[config.mk]
export PLATFORM = sky130hd
export DESIGN_NAME = tv_dualrail_det
export DESIGN_NICKNAME = d
export VERILOG_FILES = /design/src/rtl/tvdr_pkg.sv /design/src/rtl/tvdr_edge.sv /design/src/rtl/tvdr_window.sv /design/src/rtl/tvdr_handshake.sv /design/src/rtl/tv_dualrail_det.sv
export SDC_FILE = /design/constraint.sdc
export NUM_CORES = 1
export LEC_CHECK = 0
export BUFFER_PORTS_ARGS = -buffer_cell sky130_fd_sc_hd__buf_2
export CAP_MARGIN = 20
export CORE_MARGIN = 2
export CORE_UTILIZATION = 50
export CTS_CLUSTER_DIAMETER = 30
export CTS_CLUSTER_SIZE = 12
export DETAILED_ROUTE_END_ITERATION = 10
export PLACE_DENSITY = 0.76
export SLEW_MARGIN = 20
export SYNTH_ARGS = -nofsm -noshare
export SYNTH_HDL_FRONTEND = slang
export SYNTH_SLANG_ARGS = --single-unit
export TNS_END_PERCENT = 50
[constraint.sdc]
create_clock -name clk -period 1.45 [get_ports clk]
set_clock_uncertainty 0.2 [all_clocks]
set_input_delay 0.29 -clock clk [delete_from_list [all_inputs] [get_ports clk]]
set_output_delay 0.29 -clock clk [all_outputs]
set_load 0.02 [all_outputs]
[src/rtl/tvdr_pkg.sv]
package tvdr_pkg;
  typedef enum logic [1:0] {
    RAIL_IDLE  = 2'b00,
    RAIL_CLEAN = 2'b01,
    RAIL_VIOL  = 2'b10
  } rail_e;
endpackage

[src/rtl/tvdr_edge.sv]
module tvdr_edge #(
  parameter int DATA_W = 8,
  parameter int PW     = 2
) (
  input  logic              clk,
  input  logic              rst_n,
  input  logic [DATA_W-1:0] data_in,
  input  logic              inject_tv,
  output logic              det_pulse
);
  localparam int SW = (PW > 1) ? $clog2(PW) + 1 : 1;
  localparam logic [SW-1:0] RELOAD = SW'(PW - 1);

  logic [DATA_W-1:0] prev_q;
  logic [DATA_W-1:0] bit_chg;
  logic [SW-1:0]     str_q, str_d;
  logic              any_chg;

  // per-bit transition detectors
  for (genvar b = 0; b < DATA_W; b++) begin : g_bit
    assign bit_chg[b] = data_in[b] ^ prev_q[b];
  end

  // OR of every bit detector plus the synthetic transition
  assign any_chg   = (|bit_chg) | inject_tv;
  assign det_pulse = any_chg | (str_q != '0);

  always_comb begin
    if (any_chg)           str_d = RELOAD;
    else if (str_q != '0)  str_d = str_q - 1'b1;
    else                   str_d = str_q;
  end

  always_ff @(posedge clk or negedge rst_n) begin
    if (!rst_n) begin
      prev_q <= '0;
      str_q  <= '0;
    end else begin
      prev_q <= data_in;
      str_q  <= str_d;
    end
  end
endmodule

[src/rtl/tvdr_window.sv]
module tvdr_window #(
  parameter int COMP   = 3,
  parameter int WINDOW = 8
) (
  input  logic clk,
  input  logic rst_n,
  input  logic phase,
  input  logic det_pulse,
  output logic viol_flag,
  output logic verdict
);
  localparam int CNT_W = $clog2(COMP + WINDOW + 2);
  localparam logic [CNT_W-1:0] OPEN_AT  = CNT_W'(COMP);
  localparam logic [CNT_W-1:0] CLOSE_AT = CNT_W'(COMP + WINDOW);

  logic [CNT_W-1:0] tick_q, tick_d;
  logic             flag_q, flag_d;
  logic             verd_q, verd_d;
  logic             win_open, cap_now, tick_en;

  // window spans ticks COMP .. COMP+WINDOW-1
  assign win_open = phase && (tick_q >= OPEN_AT) && (tick_q < CLOSE_AT);
  assign cap_now  = phase && (tick_q == CLOSE_AT);
  assign tick_en  = phase && (tick_q <= CLOSE_AT);

  always_comb begin
    if (!phase)       tick_d = '0;
    else if (tick_en) tick_d = tick_q + 1'b1;
    else              tick_d = tick_q;
  end

  // sticky flag forced low with phase low
  always_comb begin
    if (!phase) flag_d = 1'b0;
    else        flag_d = flag_q | (win_open & det_pulse);
  end

  always_comb begin
    verd_d = cap_now ? flag_q : verd_q;
  end

  always_ff @(posedge clk or negedge rst_n) begin
    if (!rst_n) begin
      tick_q <= '0;
      flag_q <= 1'b0;
      verd_q <= 1'b0;
    end else begin
      tick_q <= tick_d;
      flag_q <= flag_d;
      verd_q <= verd_d;
    end
  end

  assign viol_flag = flag_q;
  assign verdict   = verd_q;
endmodule

[src/rtl/tvdr_handshake.sv]
module tvdr_handshake
  import tvdr_pkg::*;
(
  input  logic clk,
  input  logic rst_n,
  input  logic sample_req,
  input  logic verdict,
  output logic err_hi,
  output logic err_lo
);
  rail_e rail_q, rail_d;
  logic  req_q;
  logic  req_new;

  assign req_new = sample_req & ~req_q;

  // return-to-zero dual-rail report
  always_comb begin
    rail_d = rail_q;
    if (!sample_req)
      rail_d = RAIL_IDLE;
    else if (req_new && rail_q == RAIL_IDLE)
      rail_d = verdict ? RAIL_VIOL : RAIL_CLEAN;
  end

  always_ff @(posedge clk or negedge rst_n) begin
    if (!rst_n) begin
      rail_q <= RAIL_IDLE;
      req_q  <= 1'b0;
    end else begin
      rail_q <= rail_d;
      req_q  <= sample_req;
    end
  end

  assign err_hi = (rail_q == RAIL_VIOL);
  assign err_lo = (rail_q == RAIL_CLEAN);
endmodule

[src/rtl/tv_dualrail_det.sv]
module tv_dualrail_det #(
  parameter int DATA_W    = 8,
  parameter int NOM_WIN   = 8,
  parameter int PW        = 2,
  parameter int FLAG_LAT  = 1,
  parameter int OR_LAT    = 0,
  parameter int SETUP_LAT = 1,
  parameter int COMP      = 3
) (
  input  logic              clk,
  input  logic              rst_n,
  input  logic              phase,
  input  logic [DATA_W-1:0] data_in,
  input  logic              inject_tv,
  input  logic              sample_req,
  output logic              err_hi,
  output logic              err_lo,
  output logic              sample_ack
);
  localparam int WINDOW = NOM_WIN + PW - FLAG_LAT - OR_LAT - SETUP_LAT;

  logic rst_meta, rst_ns;
  logic det_pulse, viol_flag, verdict;

  // asynchronous assertion, synchronous release
  always_ff @(posedge clk or negedge rst_n) begin
    if (!rst_n) begin
      rst_meta <= 1'b0;
      rst_ns   <= 1'b0;
    end else begin
      rst_meta <= 1'b1;
      rst_ns   <= rst_meta;
    end
  end

  tvdr_edge #(.DATA_W(DATA_W), .PW(PW)) u_edge (
    .clk       (clk),
    .rst_n     (rst_ns),
    .data_in   (data_in),
    .inject_tv (inject_tv),
    .det_pulse (det_pulse)
  );

  tvdr_window #(.COMP(COMP), .WINDOW(WINDOW)) u_window (
    .clk       (clk),
    .rst_n     (rst_ns),
    .phase     (phase),
    .det_pulse (det_pulse),
    .viol_flag (viol_flag),
    .verdict   (verdict)
  );

  tvdr_handshake u_hs (
    .clk        (clk),
    .rst_n      (rst_ns),
    .sample_req (sample_req),
    .verdict    (verdict),
    .err_hi     (err_hi),
    .err_lo     (err_lo)
  );

  assign sample_ack = err_hi | err_lo;
endmodule

==> summary.log, run 1 <==
INFO  timing         finalHoldWorstSlack=-0.003473ns
INFO  pwr            internal-power=799.3uW
INFO  setup_path     cp.depth=3
INFO  placed_design  port_buffers=15
INFO  placed_design  placed_cell_count=109
INFO  global_routing grt_pass1_vias=601
INFO  pwr            reg_power_frac=0.604
INFO  setup_path     required=0.96ns
INFO  timing         setup_violating_endpoint_count_in_the_final_report=3
INFO  timing         min_period_over_period=1.127
INFO  setup_path     cp_capture_type=primary output
INFO  clocking       cts_tree=yes
INFO  finish         finish.net_count=127
INFO  min_path       holdCritPathClass=reg -> async
INFO  synthesis      share_of_the_yosys_chip_area_belonging_to_registers=0.5983
INFO  clocking       cts_htree_levels=1
INFO  timing         maxSlewViolCount=0
INFO  floorplanning  cell_row_count=15
INFO  routing        finalWirelength=1347microns
INFO  synthesis      yosys_warnings=0
INFO  clocking       clkTransAtPathRegs=0.11ns
INFO  setup_path     crit_start=u_hs.rail_q[0]
INFO  finish         drive_above_1_share=0.2593
INFO  setup_path     cp_slowest_stage_delay=0.41ns
INFO  placed_design  routabilityCongestion=0.7207
INFO  floorplanning  initial_core_util=0.5200
INFO  routing        drt-pass1-iter-count=2
INFO  timing         timing.fmax=611.9MHz
INFO  clocking       cts_buffer_depth=2
INFO  clocking       cts_inserted_buffers=3
INFO  finish         utilization_of_the_core_after_routing=0.6933
INFO  global_routing groute.usage.overall=0.1657
INFO  finish         number_of_diodes=0
INFO  global_routing pin_count_of_the_biggest_net_entering_global_routing=14
INFO  clocking       cts_sinks=21
INFO  setup_path     worst_r2r_startpoint=u_edge.prev_q[5]
INFO  placed_design  detailedPlacementHpwl=989.3microns
INFO  setup_path     worst_ep_arrival_time=1.14ns
INFO  global_routing grt_pass1_wl=2415microns
INFO  timing         final.min_clock_period=1.634ns
INFO  routing        antenna_nets_post_route=0
INFO  pwr            max-vdd-ir-drop=0.0006418V
INFO  synthesis      synth_fp_nets=93
INFO  pwr            static_leakage=0.0005346uW
INFO  finish         finalNonFillerCells=125
INFO  routing        detail_route.iter0.violations=4
INFO  pwr            share_comb_of_total_power=0.142
INFO  floorplanning  fp.dieH=45.91microns
INFO  setup_path     ff2ff_setup_slack=0.03ns
INFO  setup_path     rr_worst_depth=4
INFO  timing         layout_setup_ws=-0.1842ns
INFO  clocking       worstSkewPairLatency=0.30ns
INFO  routing        detail_route.vias_per_cell=4.832
INFO  pwr            power.share.clock=0.253
INFO  outcome        run_status=complete, but fails checks
INFO  setup_path     cp_top_family=flip-flops
INFO  flow_run       drv.max_cap_violation_count=0
INFO  clocking       clk_root_buffer_cell=clkbuf_4
INFO  synthesis      number_of_library_cell_types_mapped_by_synthesis=19
INFO  timing         final-hold-violation-count=9
INFO  finish         layout-area-overhead-vs-synth=33.33%
INFO  pwr            switching_share=0.2337
INFO  setup_path     setup.worst_path.start_class=register
INFO  setup_path     critical_path.cell_chain=buf_4 > ha_2 > buf_6
INFO  floorplanning  pin_count=16
INFO  synthesis      netlist_instances=75
INFO  pwr            power-per-cell-area=890.7nW/um^2
INFO  outcome        failed_checks=negative hold slack, negative setup slack
INFO  setup_path     criticalPathCategory=reg -> out
INFO  floorplanning  fp.dieArea=2108squm
INFO  pwr            p_switching=243.8uW
INFO  synthesis      synthesis.area_per_instance=11.71squm
INFO  routing        routedWlPerCell=10.78microns
INFO  floorplanning  die_x=45.91microns
INFO  setup_path     peak_fanout_along_the_critical_path=2
INFO  global_routing grt.overflow.total=0
INFO  setup_path     cp_slowest_cell=dfrtp_1
INFO  global_routing grt_antenna_before_repair=0
INFO  routing        detail_route.drc_violations=0
INFO  floorplanning  core_area=1689squm
INFO  setup_path     cp.buffers_inverters=2
INFO  synthesis      synth.cell_area=878.3squm
INFO  synthesis      postSynthRegisterBits=21
INFO  routing        num_vias=604
INFO  setup_path     setup.worst_path.end=err_lo
INFO  timing         rsz0062_at_grt=true
INFO  setup_path     worst_reg2reg_endpoint=u_edge.str_q[1]
INFO  pwr            total_power=1043uW
-- stage by stage --
stage | setup slack, ns | cell area, sq um | hold WS [ns] | TNS, ns
floorplan | 0.1214 | 878.3 | -0.2056 | 0
global placement | 0.03607 | 989.7 | -0.1255 | 0
detailed placement | 0.02064 | 989.7 | -0.1237 | 0
CTS | -0.1925 | 1169 | 0.003418 | -0.4979
global route | -0.2422 | 1171 | 0.003570 | -0.7632
finish | -0.1842 | 1171 | -0.003473 | -0.4626
-- metal layers --
layer | track usage | wire, microns | vias to the layer above
met5 | 0 | 0 | -
met4 | 0.05143 | 10 | 0
met3 | 0.07143 | 60 | 2
met2 | 0.2611 | 679 | 11
met1 | 0.2046 | 596 | 283
li1 | - | - | 308
-- timing repair --
| item | CTS | global route |
|---|---|---|
| hold endpoints to repair | 17 | 0 |
| buffers inserted | 1 | 0 |
| gates resized for setup | 10 | 2 |
| pin swaps | 1 | 2 |
| endpoints found under the setup margin | 3 | 6 |
| hold buffers | 11 | 0 |
-- cells by family (layout without fill, tap and decap cells) --
group / count (synthesis) / after routing / synth area share
AOI/OAI and AO/OA: 12 / 12 / 0.08261
xor gates and xnor gates: 10 / 10 / 0.09972
adders and majority gates: 5 / 5 / 0.07123
buffers and inverters: 8 / 41 / 0.03419
DFF: 21 / 21 / 0.5983
other: 1 / 1 / 0.004269
and+or+nand+nor: 18 / 18 / 0.1097
-- power by group through the flow --
stage                     clock (uW)  combinational (uW)  sequential [uW]
after global placement             0                 102              644
final                            264                 149              630
after detailed placement           0                 107              645
after CTS                        282                 148              630
after global routing             308                 169              635
after floorplan                    0                62.0              645
-- Yosys cell counts --
| cell | n | area share |
|---|---|---|
| xnor2_1 | 8 | 0.080 |
| xor2_1 | 2 | 0.020 |
| dfrtp_1 | 21 | 0.60 |
| ha_1 | 5 | 0.071 |
| o21ai_0 | 5 | 0.028 |
| and2_1 | 2 | 0.014 |
| nand4b_1 | 1 | 0.010 |
| a31oi_1 | 2 | 0.014 |
| inv_1 | 8 | 0.034 |
| a21boi_0 | 3 | 0.026 |
| nor4_2 | 1 | 0.014 |
| nand2_1 | 6 | 0.026 |
| nor2_1 | 2 | 0.0086 |
| a21o_1 | 1 | 0.0086 |
| nand2b_1 | 1 | 0.0071 |
| conb_1 | 1 | 0.0043 |
| nand3_1 | 4 | 0.023 |
| nand4_1 | 1 | 0.0071 |
| a21oi_1 | 1 | 0.0057 |
-- cells in the final DEF, fill, tap and decap left out, drive strengths merged --
cell / synthesis / final
inv: 8 / 8
clkinv: 0 / 1
and2: 2 / 2
nor2: 2 / 2
a31oi: 2 / 2
nand3: 4 / 4
xnor2: 8 / 8
a21o: 1 / 1
a21oi: 1 / 1
ha: 5 / 5
a21boi: 3 / 3
buf: 0 / 18
nand2: 6 / 6
nand4b: 1 / 1
nand4: 1 / 1
o21ai: 5 / 5
nor4: 1 / 1
conb: 1 / 1
xor2: 2 / 2
nand2b: 1 / 1
clkbuf: 0 / 3
dfrtp: 21 / 21
dlygate4sd3: 0 / 11
-- worst min-delay path by stage --
| stage | slack (ns) | startpoint | endpoint | depth (start not counted) |
|---|---|---|---|---|
| after floorplan | -0.21 | rst_n | rst_meta | 0 |
| after global placement | -0.13 | rst_n | rst_ns | 1 |
| after detailed placement | -0.12 | rst_n | rst_ns | 1 |
| after CTS | 0.003 | rst_ns | u_window.verdict | 1 |
| after global routing | 0.004 | inject_tv | u_edge.str_q[0] | 3 |
| final | -0.003 | rst_ns | u_window.verdict | 1 |
-- sequential cells by signal, summed over array words and instances (netlist names) --
signal,count
rst_meta,1
rst_ns,1
u_edge.prev_q,8
u_edge.str_q,2
u_hs.rail_q,2
u_hs.req_q,1
u_window.tick_q,4
u_window.verdict,1
u_window.viol_flag,1
-- area by class of cell --
class / count / area, sq um
Multi-Input combinational cell: 46 / 340.3
Tap cell: 17 / 21.27
Timing Repair Buffer: 29 / 226.5
Sequential cell: 21 / 525.5
Clock buffer: 3 / 22.52
Fill cell: 132 / 518.0
Clock inverter: 1 / 5.005
Inverter: 8 / 30.03
No activity file was read; power rests on OpenSTA's default activity.
==> run 2, diff against run 1 <==
PLACE_DENSITY = 0.75   (was 0.76)
SYNTH_HIERARCHICAL = 1   (was not set)
==> summary.log, run 2 <==
INFO  setup_path     cp_capture_type=primary output [unchanged]
INFO  finish         finish.net_count=129 [was 127]
INFO  finish         number_of_diodes=0 [unchanged]
INFO  placed_design  port_buffers=15 [unchanged]
INFO  synthesis      yosys_most_used_dff=dfrtp_1 [unchanged]
INFO  finish         registers_with_the_most_flip_flops=u_edge/prev_q: 8 flops, u_window/tick_q: 4 flops [was u_edge.prev_q: 8 flops, u_window.tick_q: 4 flops]
INFO  setup_path     worst_r2r_startpoint=u_edge/prev_q[3] [was u_edge.prev_q[5]]
INFO  timing         timing.fmax=557.4MHz [was 611.9 MHz]
INFO  floorplanning  pin_count=16 [unchanged]
INFO  synthesis      synth.cell_area=925.9squm [was 878.3 sq um]
INFO  finish         registers.top_by_ff_count=u_edge/prev_q [was u_edge.prev_q]
INFO  floorplanning  cell_row_count=15 [unchanged]
INFO  clocking       cts_buffer_depth=2 [unchanged]
INFO  routing        detail_route.drc_violations=0 [unchanged]
INFO  finish         layout-area-overhead-vs-synth=40.41% [was 33.33%]
INFO  floorplanning  fp.dieArea=2212squm [was 2108 sq um]
INFO  global_routing grt_pass1_vias=674 [was 601]
INFO  setup_path     worst_reg2reg_endpoint=u_window/viol_flag [was u_edge.str_q[1]]
INFO  setup_path     criticalPathCategory=reg -> out [unchanged]
INFO  timing         rsz0062_at_grt=true [unchanged]
INFO  timing         final-hold-violation-count=14 [was 9]
INFO  floorplanning  core_area=1727squm [was 1689 sq um]
INFO  flow_run       drv.max_cap_violation_count=0 [unchanged]
INFO  setup_path     peak_fanout_along_the_critical_path=3 [was 2]
INFO  setup_path     required=0.96ns [about the same]
INFO  finish         most_frequent_cells_in_the_layout=21 x dfrtp_1, 13 x buf_2, 11 x buf_4, 9 x dlygate4sd3_1, 6 x xor2_1 [was 21 x dfrtp_1, 12 x buf_2, 11 x dlygate4sd3_1, 8 x xnor2_1]
INFO  clocking       clkTransAtPathRegs=0.12ns [was 0.11 ns]
INFO  synthesis      number_of_library_cell_types_mapped_by_synthesis=33 [was 19]
INFO  clocking       clk_root_buffer_cell=clkbuf_4 [unchanged]
INFO  timing         setup_violating_endpoint_count_in_the_final_report=5 [was 3]
INFO  synthesis      synth.most_common_cell=dfrtp_1 [unchanged]
INFO  pwr            max-vdd-ir-drop=0.0006927V [was 0.0006418 V]
INFO  outcome        run_status=complete, but fails checks [unchanged]
INFO  finish         layout_commonest_cell=dfrtp_1 [unchanged]
INFO  synthesis      netlist_instances=72 [was 75]
INFO  min_path       holdCritPathClass=reg -> async [unchanged]
INFO  synthesis      post_synth_main_area_contributors=dfrtp_1 57%, xor2_1 5.7%, ha_1 4.1%, a2111oi_4 3.0%, inv_1 2.4% [was dfrtp_1 60%, xnor2_1 8.0%, ha_1 7.1%, inv_1 3.4%, o21ai_0 2.8%]
INFO  routing        num_vias=681 [was 604]
INFO  synthesis      synth_fp_nets=88 [was 93]
INFO  finish         drive_above_1_share=0.3839 [was 0.2593]
INFO  routing        detail_route.iter0.violations=11 [was 4]
INFO  outcome        failed_checks=negative hold slack, negative setup slack [unchanged]
INFO  synthesis      ys_async_rst_share=1.000 [unchanged]
INFO  setup_path     cp_top_family=simple AND/OR/NAND/NOR gates [was flip-flops]
INFO  clocking       worstSkewPairLatency=0.31ns [was 0.30 ns]
INFO  floorplanning  fp.dieH=47.03microns [was 45.91 microns]
INFO  timing         maxSlewViolCount=0 [unchanged]
INFO  timing         finalHoldWorstSlack=-0.01691ns [was -0.003473 ns]
INFO  clocking       cts_sinks=21 [unchanged]
INFO  timing         final.min_clock_period=1.794ns [was 1.634 ns]
INFO  timing         layout_setup_ws=-0.3441ns [was -0.1842 ns]
INFO  setup_path     rr_worst_depth=5 [was 4]
INFO  setup_path     ff2ff_setup_slack=-0.25ns [was 0.03 ns]
INFO  placed_design  pre_cts_ws=-0.3794ns [was 0.02064 ns]
INFO  synthesis      post_synth_most_frequent_cells=21 x dfrtp_1, 6 x inv_1, 6 x xor2_1 [was 21 x dfrtp_1, 8 x inv_1, 8 x xnor2_1]
INFO  synthesis      yosys_warnings=6 [was 0]
INFO  setup_path     setup.worst_path.start_class=register [unchanged]
INFO  floorplanning  initial_core_util=0.5362 [was 0.5200]
INFO  placed_design  routabilityCongestion=0.7551 [was 0.7207]
INFO  global_routing grt_antenna_before_repair=0 [unchanged]
INFO  synthesis      top_area_cell_type_share_of_the_netlist_area=0.5676 [was 0.5983]
INFO  setup_path     critical_path.cell_chain=and2b_2 > or2_1 > buf_6 [was buf_4 > ha_2 > buf_6]
INFO  placed_design  detailedPlacementHpwl=1207microns [was 989.3 microns]
INFO  synthesis      post_synthesis_cell_type_with_the_largest_combined_area=dfrtp_1 [unchanged]
INFO  clocking       cts_inserted_buffers=3 [unchanged]
INFO  finish         largest_reg_flops=8 [unchanged]
INFO  routing        detail_route.vias_per_cell=4.971 [was 4.832]
INFO  routing        antenna_nets_post_route=0 [unchanged]
INFO  pwr            power-per-cell-area=839.8nW/um^2 [was 890.7 nW/um^2]
INFO  synthesis      postSynthRegisterBits=21 [unchanged]
INFO  routing        finalWirelength=1841microns [was 1347 microns]
INFO  routing        routedWlPerCell=13.44microns [was 10.78 microns]
INFO  setup_path     worst_ep_arrival_time=1.30ns [was 1.14 ns]
INFO  setup_path     cp.buffers_inverters=1 [was 2]
INFO  clocking       cts_htree_levels=1 [unchanged]
INFO  synthesis      share_of_the_yosys_chip_area_belonging_to_registers=0.5676 [was 0.5983]
INFO  global_routing grt_pass1_wl=2842microns [was 2415 microns]
INFO  synthesis      synthesis.area_per_instance=12.86squm [was 11.71 sq um]
INFO  global_routing grt.overflow.total=0 [unchanged]
INFO  routing        drt-pass1-iter-count=4 [was 2]
INFO  pwr            static_leakage=0.0006130uW [was 0.0005346 uW]
INFO  global_routing groute.usage.overall=0.1925 [was 0.1657]
INFO  setup_path     cp_slowest_cell=dfrtp_1 [unchanged]
INFO  floorplanning  die_x=47.03microns [was 45.91 microns]
INFO  clocking       cts_tree=yes [unchanged]
INFO  setup_path     cp_slowest_stage_delay=0.42ns [was 0.41 ns]
INFO  timing         min_period_over_period=1.237 [was 1.127]
INFO  global_routing pin_count_of_the_biggest_net_entering_global_routing=14 [unchanged]
INFO  synthesis      synth_edf_count=0 [unchanged]
run 2: cell count changes in the layout (fill, tap and decap cells not counted), moves of 3 or more:
cell / previous run / this run
xnor2_1: 8 / 1
a21boi_0: 3 / 0
nand2_1: 6 / 2
buf_4: 3 / 11
o21ai_0: 4 / 1
xor2_1: 2 / 6
run 2: kinds of logic after synthesis:
family	after synthesis	share of synthesized area
other	1	0.004050
XOR/XNOR	7	0.06622
AO/OA/AOI/OAI	11	0.1149
buffers and inverters	7	0.02837
adder cells (fa/ha/maj)	3	0.04054
flip-flops	21	0.5676
multiplexers	1	0.01216
AND/OR/NAND/NOR	21	0.1662
run 2: where the power goes:
group / switching [uW] / internal [uW]
clock: 175 / 107
sequential: 21.4 / 613
combinational: 76.9 / 98.1
run 2: cell type report:
type,count,area (sq um)
Sequential cell,21,525.5
Fill cell,129,426.7
Multi-Input combinational cell,44,419.2
Timing Repair Buffer,36,271.5
Tap cell,25,31.28
Clock buffer,4,26.28
Inverter,7,26.28
run 2: through the flow:
| step | std cells | TNS [ns] | cell area [sq um] | util | power [uW] |
|---|---|---|---|---|---|
| after global placement | 122 | -0.4514 | 1114 | 0.6449 | 771.6 |
| after CTS | 136 | -0.9944 | 1261 | 0.7304 | 1083 |
| after floorplan | 72 | -0.2175 | 932.1 | - | 709.6 |
| after global routing | 137 | -1.289 | 1300 | 0.7529 | 1138 |
| after detailed placement | 122 | -0.5159 | 1114 | 0.6449 | 779.2 |
| final | 137 | -0.8928 | 1300 | 0.7529 | 1092 |
run 2: per-layer routing:
layer,part of all wire,up-vias,GRT usage
li1,-,330,-
met1,0.43,333,0.2040
met2,0.50,14,0.3507
met3,0.050,4,0.05000
met4,0.015,0,0.09444
met5,0,-,0
run 2: what timing repair did:
item / CTS / global route
pin swaps: 4 / 4
endpoints found under the hold margin: 15 / 0
setup buffers: 1 / 1
cloned: 0 / 0
hold buffers: 9 / 0
resized for setup: 7 / 6
setup endpoints to repair: 5 / 7
run 2: worst max-delay path by stage:
stage | from | endpoint | cells after the start | slack [ns]
after detailed placement | data_in[2] | u_window/viol_flag | 6 | -0.38
after global placement | data_in[2] | u_window/viol_flag | 6 | -0.31
after global routing | u_hs/rail_q[0] | sample_ack | 3 | -0.39
after floorplan | u_edge/prev_q[2] | u_window/viol_flag | 5 | -0.21
after CTS | u_hs/rail_q[1] | sample_ack | 3 | -0.35
final | u_hs/rail_q[1] | sample_ack | 3 | -0.34
==> run 3, diff against run 2 <==
clock period = 1.7 ns   (was 1.45 ns; I/O delays follow)
==> summary.log, run 3 (same netlist as run 2, synthesis figures left out) <==
INFO  outcome        run_status=complete, but fails checks [unchanged]
INFO  outcome        failed_checks=negative hold slack, negative setup slack [unchanged]
INFO  routing        detail_route.drc_violations=0 [unchanged]
INFO  setup_path     ff2ff_setup_slack=-0.03ns [was -0.25 ns]
INFO  routing        detail_route.iter0.violations=15 [was 11]
INFO  finish         registers_with_the_most_flip_flops=u_edge/prev_q: 8 flops, u_window/tick_q: 4 flops [unchanged]
INFO  timing         final.min_clock_period=1.808ns
INFO  global_routing global_route.usage.met2=0.3342 [was 0.3507]
INFO  finish         layout_commonest_cell=dfrtp_1 [unchanged]
INFO  floorplanning  core_area=1727squm [unchanged]
INFO  floorplanning  cell_row_count=15 [unchanged]
INFO  setup_path     required=1.16ns [was 0.96 ns]
INFO  finish         regArea=525.5squm [unchanged]
INFO  timing         timing.fmax=553.0MHz
INFO  setup_path     criticalPathCategory=reg -> out [unchanged]
INFO  floorplanning  fp.dieArea=2212squm [unchanged]
INFO  timing         finalHoldWorstSlack=-0.008984ns [was -0.01691 ns]
INFO  routing        antenna_nets_post_route=0 [unchanged]
INFO  global_routing grt_pass1_wl=2704microns [was 2842 microns]
INFO  global_routing grt_pass1_vias=668 [was 674]
INFO  floorplanning  pin_count=16 [unchanged]
INFO  finish         utilization_of_the_core_after_routing=0.7232 [was 0.7529]
INFO  routing        drt-pass1-iter-count=5 [was 4]
INFO  timing         final-hold-violation-count=10 [was 14]
INFO  clocking       clk_root_buffer_cell=clkbuf_4 [unchanged]
INFO  flow_run       drv.max_cap_violation_count=0 [unchanged]
INFO  timing         layout_setup_ws=-0.1085ns [was -0.3441 ns]
INFO  finish         number_of_diodes=0 [unchanged]
INFO  global_routing grt_antenna_before_repair=0 [unchanged]
INFO  placed_design  pre_cts_ws=-0.1404ns [was -0.3794 ns]
INFO  global_routing grt_busiest_layer=met2 [unchanged]
INFO  pwr            static_leakage=0.0006024uW [was 0.0006130 uW]
INFO  finish         filler_cell_count=141 [was 129]
INFO  setup_path     cp_capture_type=primary output [unchanged]
INFO  global_routing groute.usage.overall=0.1788 [was 0.1925]
INFO  clocking       cts_buffer_depth=2 [unchanged]
INFO  timing         rsz0062_at_grt=true [unchanged]
INFO  clocking       cts_inserted_buffers=3 [unchanged]
INFO  global_routing gr-usage-met1=0.1990 [was 0.2040]
INFO  pwr            max-vdd-ir-drop=0.0005750V [was 0.0006927 V]
INFO  global_routing pin_count_of_the_biggest_net_entering_global_routing=12 [was 14]
INFO  finish         registers.top_by_ff_count=u_edge/prev_q [unchanged]
INFO  setup_path     worst_ep_arrival_time=1.27ns [was 1.30 ns]
INFO  setup_path     peak_fanout_along_the_critical_path=3 [unchanged]
INFO  min_path       holdCritPathClass=reg -> async [unchanged]
INFO  global_routing global_route.usage.met3=0.02308 [was 0.05000]
INFO  clocking       cts_sinks=21 [unchanged]
INFO  routing        num_vias=663 [was 681]
INFO  routing        routedWlPerCell=11.78microns [was 13.44 microns]
INFO  setup_path     worst_r2r_startpoint=u_edge/prev_q[0] [was u_edge/prev_q[3]]
INFO  finish         multi_input_combinational_cell_area=380.4squm [was 419.2 sq um]
INFO  routing        finalWirelength=1602microns [was 1841 microns]
INFO  setup_path     setup.worst_path.start_class=register [unchanged]
INFO  timing         setup_violating_endpoint_count_in_the_final_report=2 [was 5]
INFO  placed_design  routabilityCongestion=0.6816 [was 0.7551]
INFO  finish         drive_above_1_share=0.3153 [was 0.3839]
INFO  setup_path     rr_worst_depth=5 [unchanged]
INFO  global_routing grt.overflow.total=0 [unchanged]
INFO  routing        detail_route.vias_per_cell=4.875 [was 4.971]
INFO  floorplanning  initial_core_util=0.5362 [unchanged]
INFO  setup_path     worst_reg2reg_endpoint=u_window/viol_flag [unchanged]
INFO  clocking       cts_htree_levels=1 [unchanged]
INFO  finish         layout-area-overhead-vs-synth=34.87% [was 40.41%]
INFO  finish         most_frequent_cells_in_the_layout=21 x dfrtp_1, 14 x buf_2, 11 x dlygate4sd3_1, 9 x buf_4 [was 21 x dfrtp_1, 13 x buf_2, 11 x buf_4, 9 x dlygate4sd3_1, 6 x xor2_1]
INFO  finish         finish.net_count=128 [was 129]
INFO  finish         largest_reg_flops=8 [unchanged]
INFO  placed_design  detailedPlacementHpwl=1150microns [was 1207 microns]
INFO  pwr            power-per-cell-area=722.9nW/um^2 [was 839.8 nW/um^2]
INFO  placed_design  port_buffers=15 [unchanged]
INFO  floorplanning  fp.dieH=47.03microns [unchanged]
INFO  timing         maxSlewViolCount=0 [unchanged]
INFO  clocking       worstSkewPairLatency=0.29ns [was 0.31 ns]
INFO  clocking       clkTransAtPathRegs=0.11ns [was 0.12 ns]
INFO  clocking       cts_tree=yes [unchanged]
INFO  floorplanning  die_x=47.03microns [unchanged]
INFO  timing         min_period_over_period=1.064
## run 3: worst max path at each step
| stage | from | end | slack, ns | cells past startpoint |
|---|---|---|---|---|
| after global routing | u_hs/rail_q[1] | sample_ack | -0.16 | 3 |
| after detailed placement | data_in[2] | u_window/viol_flag | -0.14 | 6 |
| after CTS | u_hs/rail_q[0] | sample_ack | -0.12 | 3 |
| after global placement | data_in[2] | u_window/viol_flag | -0.11 | 6 |
| final | u_hs/rail_q[1] | sample_ack | -0.11 | 3 |
| after floorplan | u_edge/prev_q[3] | u_window/viol_flag | 0.005 | 5 |
## run 3: layout make-up
type	instances	area share
clock buffers	4	0.02104
inverters	7	0.02104
multi-input cells	44	0.3046
flip-flops and latches	21	0.4208
well taps	25	0.02505
repair buffers	35	0.2074
## run 3: where the power goes
part	total, uW	internal (uW)	switching (uW)
clock	230	91.2	139
combinational	133	74.4	58.9
sequential	539	523	16.7
## run 3: what timing repair did
item	CTS	global route
hold buffers	11	0
gates resized for setup	3	1
setup buffers	3	0
hold endpoints to repair	20	0
pin swaps	3	2
setup endpoints to repair	2	3
## run 3: per-layer routing
metal / wire length (microns) / vias up
li1: - / 329
met1: 678 / 322
met5: 0 / -
met2: 870 / 10
met3: 40 / 2
met4: 13 / 0
## run 3: per-stage QoR
| step | instances | cell area (sq um) | total power (uW) | hold WS (ns) | setup TNS [ns] |
|---|---|---|---|---|---|
| after global placement | 118 | 1077 | 651.5 | -0.07433 | -0.1134 |
| final | 136 | 1249 | 902.7 | -0.008984 | -0.1359 |
| after floorplan | 72 | 925.9 | 604.4 | -0.1556 | 0 |
| after global routing | 136 | 1249 | 947.4 | 0.03228 | -0.2882 |
| after CTS | 136 | 1247 | 916.1 | 0.003904 | -0.1786 |
| after detailed placement | 118 | 1077 | 657.7 | -0.07422 | -0.1404 |
## run 3: critical path: stages, from the launching register on
cell	delay, ns
dfrtp_1	0.41
and2b_2	0.21
or2_1	0.23
buf_6	0.13
